==> src/rtl/guard_pkg.sv <==
package guard_pkg;

    typedef enum logic [2:0] {
        LK_NONE     = 3'd0,
        LK_QUART0   = 3'd1,
        LK_QUART1   = 3'd2,
        LK_QUART2   = 3'd3,
        LK_QUART3   = 3'd4,
        LK_LOW_HALF = 3'd5,
        LK_FIRST_PG = 3'd6,
        LK_LAST_PG  = 3'd7
    } lock_code_e;

    localparam int unsigned RANGE_W = 16;

    typedef struct packed {
        logic               en;
        logic [RANGE_W-1:0] lo;
        logic [RANGE_W-1:0] hi;
    } prot_range_t;

    // Inclusive protected range for a code; aw = address bits, pw = page bits.
    function automatic prot_range_t decode_lock(lock_code_e c, int unsigned aw, int unsigned pw);
        prot_range_t        r;
        logic [RANGE_W-1:0] quart;
        logic [RANGE_W-1:0] top;
        logic [RANGE_W-1:0] page;
        quart = RANGE_W'(1) << (aw - 2);
        top   = (RANGE_W'(1) << aw) - RANGE_W'(1);
        page  = RANGE_W'(1) << pw;
        r     = '0;
        r.en  = 1'b1;
        case (c)
            LK_QUART0:   begin r.lo = '0;            r.hi = quart - 1'b1;            end
            LK_QUART1:   begin r.lo = quart;         r.hi = 2 * quart - 1'b1;        end
            LK_QUART2:   begin r.lo = 2 * quart;     r.hi = 3 * quart - 1'b1;        end
            LK_QUART3:   begin r.lo = 3 * quart;     r.hi = top;                     end
            LK_LOW_HALF: begin r.lo = '0;            r.hi = 2 * quart - 1'b1;        end
            LK_FIRST_PG: begin r.lo = '0;            r.hi = page - 1'b1;             end
            LK_LAST_PG:  begin r.lo = top - page + 1'b1; r.hi = top;                 end
            default:     r = '0;
        endcase
        return r;
    endfunction

endpackage

==> src/rtl/wel_latch.sv <==
module wel_latch (
    input  logic clk,
    input  logic rst,
    input  logic arm_cmd,
    input  logic bit_tick,
    input  logic desel_edge,
    input  logic disarm_cmd,
    input  logic nv_done,
    output logic wel
);
    logic pend_q;
    logic wel_q;

    // arm_cmd wins over a bit_tick in the same cycle (that tick is the command's last bit).
    always_ff @(posedge clk) begin
        if (rst) begin
            pend_q <= 1'b0;
            wel_q  <= 1'b0;
        end else begin
            if (arm_cmd)
                pend_q <= 1'b1;
            else if (bit_tick || desel_edge)
                pend_q <= 1'b0;

            if (disarm_cmd || nv_done)
                wel_q <= 1'b0;
            else if (desel_edge && pend_q && !bit_tick)
                wel_q <= 1'b1;
        end
    end

    assign wel = wel_q;

    assert_set_on_deselect_R2: assert property (@(posedge clk) disable iff (rst)
        $rose(wel_q) |-> $past(desel_edge));

    assert_clear_wins_R3: assert property (@(posedge clk) disable iff (rst)
        (disarm_cmd || nv_done) |=> !wel_q);

endmodule

==> src/rtl/hw_abort_track.sv <==
module hw_abort_track (
    input  logic clk,
    input  logic rst,
    input  logic hw_allow,
    input  logic shift_busy,
    output logic abort
);
    logic hw_q;
    logic abort_q;

    always_ff @(posedge clk) begin
        if (rst) begin
            hw_q    <= 1'b1;
            abort_q <= 1'b0;
        end else begin
            hw_q <= hw_allow;
            if (!shift_busy)
                abort_q <= 1'b0;
            else if (hw_q && !hw_allow)
                abort_q <= 1'b1;
        end
    end

    assign abort = abort_q;

    assert_abort_only_in_shift_R8: assert property (@(posedge clk) disable iff (rst)
        $rose(abort_q) |-> $past(shift_busy));

endmodule

==> src/rtl/lock_region.sv <==
module lock_region
    import guard_pkg::*;
#(
    parameter int unsigned ADDR_W     = 10,
    parameter int unsigned PAGE_W     = 4,
    parameter bit          COLD_RESET = 1'b1
) (
    input  logic              clk,
    input  logic              rst,
    input  logic              load,
    input  logic [2:0]        load_code,
    input  logic [ADDR_W-1:0] chk_addr,
    output lock_code_e        code,
    output prot_range_t       rng,
    output logic              hit
);
    localparam logic [ADDR_W-1:0] PAGE_MASK = ADDR_W'((1 << PAGE_W) - 1);

    lock_code_e        code_q;
    logic [ADDR_W-1:0] page_base;
    logic [ADDR_W-1:0] lo_a;
    logic [ADDR_W-1:0] hi_a;

    generate
        if (COLD_RESET) begin : g_cold
            always_ff @(posedge clk) begin
                if (rst)       code_q <= LK_NONE;
                else if (load) code_q <= lock_code_e'(load_code);
            end
        end else begin : g_keep
            always_ff @(posedge clk) begin
                if (load) code_q <= lock_code_e'(load_code);
            end
        end
    endgenerate

    always_comb begin
        rng       = decode_lock(code_q, ADDR_W, PAGE_W);
        lo_a      = rng.lo[ADDR_W-1:0];
        hi_a      = rng.hi[ADDR_W-1:0];
        page_base = chk_addr & ~PAGE_MASK;
        hit       = rng.en && (page_base >= lo_a) && (page_base <= hi_a);
    end

    assign code = code_q;

    assert_range_order_R4: assert property (@(posedge clk) disable iff (rst)
        rng.en |-> (rng.hi >= rng.lo));

endmodule

==> src/rtl/wr_guard.sv <==
module wr_guard
    import guard_pkg::*;
#(
    parameter int unsigned ADDR_W     = 10,
    parameter int unsigned PAGE_W     = 4,
    parameter bit          COLD_RESET = 1'b1
) (
    input  logic              clk,
    input  logic              rst,
    input  logic              hw_allow,
    input  logic              shift_busy,
    input  logic              arm_cmd,
    input  logic              bit_tick,
    input  logic              desel_edge,
    input  logic              disarm_cmd,
    input  logic              nv_done,
    input  logic              wr_go,
    input  logic [ADDR_W-1:0] wr_addr,
    input  logic              lock_go,
    input  logic [2:0]        lock_data,
    output logic              wel,
    output logic [2:0]        lock_code,
    output logic              prot_en,
    output logic [ADDR_W-1:0] prot_lo,
    output logic [ADDR_W-1:0] prot_hi,
    output logic              wr_allowed,
    output logic              wr_start,
    output logic              lock_start
);
    lock_code_e  code;
    prot_range_t rng;
    logic        hit;
    logic        abort;
    logic        lock_ok;
    logic        wr_start_q;
    logic        lock_start_q;

    wel_latch u_wel (
        .clk        (clk),
        .rst        (rst),
        .arm_cmd    (arm_cmd),
        .bit_tick   (bit_tick),
        .desel_edge (desel_edge),
        .disarm_cmd (disarm_cmd),
        .nv_done    (nv_done),
        .wel        (wel)
    );

    hw_abort_track u_abort (
        .clk        (clk),
        .rst        (rst),
        .hw_allow   (hw_allow),
        .shift_busy (shift_busy),
        .abort      (abort)
    );

    lock_region #(
        .ADDR_W     (ADDR_W),
        .PAGE_W     (PAGE_W),
        .COLD_RESET (COLD_RESET)
    ) u_lock (
        .clk       (clk),
        .rst       (rst),
        .load      (lock_go && lock_ok),
        .load_code (lock_data),
        .chk_addr  (wr_addr),
        .code      (code),
        .rng       (rng),
        .hit       (hit)
    );

    // Loading a new code is not gated by the present range.
    assign lock_ok    = wel && hw_allow && !abort;
    assign wr_allowed = lock_ok && !hit;

    always_ff @(posedge clk) begin
        if (rst) begin
            wr_start_q   <= 1'b0;
            lock_start_q <= 1'b0;
        end else begin
            wr_start_q   <= wr_go && wr_allowed;
            lock_start_q <= lock_go && lock_ok;
        end
    end

    assign wr_start   = wr_start_q;
    assign lock_start = lock_start_q;
    assign lock_code  = code;
    assign prot_en    = rng.en;
    assign prot_lo    = rng.lo[ADDR_W-1:0];
    assign prot_hi    = rng.hi[ADDR_W-1:0];

    assert_start_needs_latch_R6: assert property (@(posedge clk) disable iff (rst)
        wr_start |-> $past(wel && hw_allow && !abort));

    assert_locked_page_refused_R6: assert property (@(posedge clk) disable iff (rst)
        wr_start |-> !$past(hit));

    assert_pin_low_blocks_R7: assert property (@(posedge clk) disable iff (rst)
        (lock_start || wr_start) |-> $past(hw_allow));

    assert_code_moves_on_load_R9: assert property (@(posedge clk) disable iff (rst)
        !$stable(lock_code) |-> lock_start);

endmodule

==> config.mk <==
export PLATFORM = sky130hd
export DESIGN_NAME = wr_guard
export DESIGN_NICKNAME = d
export VERILOG_FILES = /design/src/rtl/guard_pkg.sv /design/src/rtl/wel_latch.sv /design/src/rtl/hw_abort_track.sv /design/src/rtl/lock_region.sv /design/src/rtl/wr_guard.sv
export SDC_FILE = /design/constraint.sdc
export NUM_CORES = 1
export LEC_CHECK = 0
export ABC_CLOCK_PERIOD_IN_PS = 5400
export CAP_MARGIN = 20
export CORE_UTILIZATION = 40
export CTS_BUF_LIST = sky130_fd_sc_hd__clkbuf_8 sky130_fd_sc_hd__clkbuf_16
export DETAILED_ROUTE_END_ITERATION = 6
export HOLD_SLACK_MARGIN = 0.12
export PLACE_DENSITY = 0.95
export SYNTH_ARGS = -nofsm -noshare
export SYNTH_HDL_FRONTEND = slang
export SYNTH_HIERARCHICAL = 1
export SYNTH_SLANG_ARGS = --single-unit
==> constraint.sdc <==
create_clock -name clk -period 5.4 [get_ports clk]
set_input_delay 0.81 -clock clk [delete_from_list [all_inputs] [get_ports clk]]
set_output_delay 0.81 -clock clk [all_outputs]
set_load 0.05 [all_outputs]
==> impl_results.rst <==
.. list-table::
   :header-rows: 1

   * - Metric
     - Value
   * - Run status
     - finished clean
   * - Initial cell density of the core
     - between 40% and 50%
   * - R2R setup slack
     - approximately 3.3 ns
   * - Worst endpoint data arrival time
     - around 3.3 ns
   * - Clock buffers created by TritonCTS
     - 3
   * - Worst slack at placement
     - roughly 1.4 ns
   * - Proportion of power drawn by the clock network
     - 40.7%
   * - Aggregate routed wire length
     - roughly 1800 um
   * - Antenna-violating nets left
     - 0
   * - Peak supply drop
     - approximately 0.00012 V
   * - Post-route clock period utilization
     - between 70% and 80%
   * - Clk buf depth
     - 2
   * - Power density over cell area
     - 152 nW/um2
   * - Crit path max-delay cell type
     - sky130_fd_sc_hd__clkdlybuf4s50_1
   * - Area of the placeable core
     - 1760 um2
   * - Clk Latency, worst-skew pair
     - approximately 0.23 ns
   * - Max Clock Skew
     - approximately 0.0018 ns
   * - Clock input transition at the sequential cells of the worst setup and hold paths
     - about 0.040 ns
   * - Critical path endpoint category
     - primary output
   * - Post-CTS setup-driven buffer insertion count
     - 0
   * - FMAX
     - 246 MHz
   * - Number of sinks handled by clock tree synthesis
     - 9
   * - Critical path, cell by cell
     - clkdlybuf4s50_1 -> inv_1 -> ha_1 -> nand2b_1 -> a21oi_1 -> o221ai_1 -> and3_1 -> nor3_1 -> clkdlybuf4s50_1
   * - Bufs and invs on worst path
     - 3
   * - Buffers added on ports
     - 43
   * - Switching power total
     - approximately 43 uW
   * - Ratio of cells with drive above 1 in the final layout
     - 6.30%
   * - Residual DRC count
     - 0
   * - Path type of the worst min-delay path
     - register to register
   * - Min setup slack post-route
     - ~1.3 ns
   * - Mean post-synth cell area
     - approximately 8.4 um2
   * - Library cell used as clock root buffer
     - sky130_fd_sc_hd__clkbuf_8
   * - Slew of the pin with the lowest slew margin
     - 0.621 ns
   * - N_diodes
     - 0
   * - Initial antenna violation count
     - 0
   * - Overflow after GRT
     - 0
   * - Largest fanout on the critical path
     - 2
   * - Synthesis-to-layout area growth
     - 53.7%
   * - Sum of negative setup slack
     - 0 ns
   * - Number of buffers inserted by hold repair at cts
     - 0
   * - Most numerous cell on the critical path
     - sky130_fd_sc_hd__clkdlybuf4s50_1
   * - Post-CTS Resized
     - 0
   * - Number of hold-slack violations in the final timing report
     - 0
   * - Final count of negative-setup-slack endpoints
     - 0
   * - Max stage delay on crit path
     - 0.84 ns
   * - Sequential share of power
     - 38.5%
   * - Max Slew Vio Count
     - 0
   * - Required time at the endpoint of the critical path
     - approximately 4.6 ns
   * - Post-synthesis instance area
     - ~770 um2
   * - Top Ports
     - 52
   * - First-pass iteration count of the detailed router
     - 3
   * - Total half-perimeter wirelength after legalization and detailed placement
     - ~1400 um
   * - Placement Rows
     - 15
   * - Synth Instances
     - 91
   * - Leakage power figure
     - ~0.0005 uW
   * - Pin count of the biggest net entering global routing
     - 10
   * - Mean routed wirelength per cell
     - 11.6 um
   * - Vias in the first global route
     - roughly 650
   * - Worst Setup Path Type
     - input port to primary output
   * - Switching part of the total power
     - 23.8%
   * - Clock tree from TritonCTS
     - done
   * - Floorplan die width
     - ~46 um
   * - Worst rel slew slack
     - slightly below 60%
   * - # nets final
     - about 160
   * - R2r worst-path depth
     - 8
   * - H-Tree Depth
     - 1
   * - RSZ-0062 raised after global routing
     - false
   * - Critical register-to-register path endpoint
     - wr_start
   * - Hold worst-path end
     - u_wel/wel
   * - Die area
     - around 2100 um2
   * - First-pass GRT wire length
     - around 2700 um
   * - DRC violation total after the first TritonRoute iteration
     - 3
   * - Instance count along the most critical hold path
     - 2
   * - Number of maximum-capacitance violations
     - 0
   * - Placer Congestion
     - slightly below 0.8
   * - Hold Startpoint
     - u_wel/wel
   * - Gate power share
     - about a fifth
   * - Count of warnings emitted by yosys
     - 6
   * - Internal Dissipation
     - around 140 uW
   * - Largest delay share family, worst path
     - buffers and inverters
   * - Vias per cell
     - around 4.7
   * - Type of origin of the critical path
     - input port
   * - Die Span Y
     - between 40 and 50 um
   * - Total track usage
     - a little under a fifth
   * - Launch point of the worst reg-to-reg path
     - u_lock/code[1]
   * - Via count
     - around 710
   * - Crit path time final
     - between 4 and 5 ns
==> power groups by stage <==
stage	combinational [uW]	clock, uW	sequential, uW
global route	40.9	80.4	69.0
global placement	35.7	0	70.0
floorplan	19.9	0	70.3
CTS	37.5	76.0	68.9
detailed placement	37.0	0	70.1
finish	37.2	73.0	69.0
==> metal layers <==
metal  global-route usage, %  vias to the layer above  wire (um)
met5                       0                        -          0
met4                    5.29                        0          0
met3                    1.59                        0        100
met2                    35.7                       30        938
met1                    20.2                      325        729
li1                        -                      359          -
==> worst reg2reg max path: stages, from the launching register on <==
cell and delay (ns):
sky130_fd_sc_hd__dfxtp_1 0.47, sky130_fd_sc_hd__xnor2_1 0.18, sky130_fd_sc_hd__nor2b_1 0.40, sky130_fd_sc_hd__ha_1 0.32
sky130_fd_sc_hd__a21oi_1 0.17, sky130_fd_sc_hd__nor2b_1 0.06, sky130_fd_sc_hd__o21ai_0 0.14, sky130_fd_sc_hd__and3_1 0.23
sky130_fd_sc_hd__nor4_2 0.06
==> cells in the final DEF, fill, tap and decap left out <==
cell type	count
sky130_fd_sc_hd__nand3_1	1
sky130_fd_sc_hd__o21ai_0	1
sky130_fd_sc_hd__or3b_1	1
sky130_fd_sc_hd__nor4_2	1
sky130_fd_sc_hd__and3_1	1
sky130_fd_sc_hd__o21a_1	1
sky130_fd_sc_hd__clkdlybuf4s50_1	43
sky130_fd_sc_hd__mux2i_1	3
sky130_fd_sc_hd__a21oi_1	6
sky130_fd_sc_hd__o221ai_1	1
sky130_fd_sc_hd__or2_2	1
sky130_fd_sc_hd__nand3b_1	1
sky130_fd_sc_hd__nor2b_1	3
sky130_fd_sc_hd__nand4_1	2
sky130_fd_sc_hd__clkbuf_8	3
sky130_fd_sc_hd__nand2_1	2
sky130_fd_sc_hd__o211a_1	1
sky130_fd_sc_hd__nand2_2	1
sky130_fd_sc_hd__xnor2_1	1
sky130_fd_sc_hd__a2111oi_2	1
sky130_fd_sc_hd__xor2_1	1
sky130_fd_sc_hd__inv_1	12
sky130_fd_sc_hd__nor4b_2	1
sky130_fd_sc_hd__nor3_1	3
sky130_fd_sc_hd__nand2b_1	4
sky130_fd_sc_hd__nor2_1	6
sky130_fd_sc_hd__nor3b_1	1
sky130_fd_sc_hd__ha_1	11
sky130_fd_sc_hd__conb_1	4
sky130_fd_sc_hd__dfxtp_1	9
==> final cells by class <==
type	count	area (um2)
Tap cell	25	31.3
Clock buffer	3	41.3
Multi-Input combinational cell	60	453
Inverter	11	41.3
Timing Repair Buffer	43	430
Fill cell	159	583
Sequential cell	9	180
Clock inverter	1	3.75
==> how the worst max path moves through the flow <==
stage	startpoint	end	slack, ns	depth (start not counted)
floorplan	u_lock/code[2]	wr_allowed	1.17	8
global placement	wr_addr[4]	wr_allowed	1.35	9
detailed placement	wr_addr[4]	wr_allowed	1.37	9
CTS	wr_addr[4]	wr_allowed	1.34	9
global route	wr_addr[4]	wr_allowed	1.24	9
finish	wr_addr[4]	wr_allowed	1.34	9
==> registers in the layout, indices dropped and copies added (netlist names) <==
register	flops
u_lock/code	3
u_wel/pend_q	1
u_abort/hw_q	1
u_abort/abort	1
u_wel/wel	1
wr_start	1
lock_start	1
==> per-stage QoR <==
stage | std cells | instance area [um2] | utilization [%] | power, uW | hold WS (ns)
final | 152 | 1180 | 67.0 | 179 | 0.495
after detailed placement | 148 | 1140 | 64.4 | 107 | 0.488
after CTS | 152 | 1180 | 67.0 | 182 | 0.497
after global placement | 148 | 1140 | 64.4 | 106 | 0.482
after global routing | 152 | 1180 | 67.0 | 190 | 0.519
after floorplan | 94 | 779 | - | 90.1 | 0.475
Power figures use the tool's default switching activity.
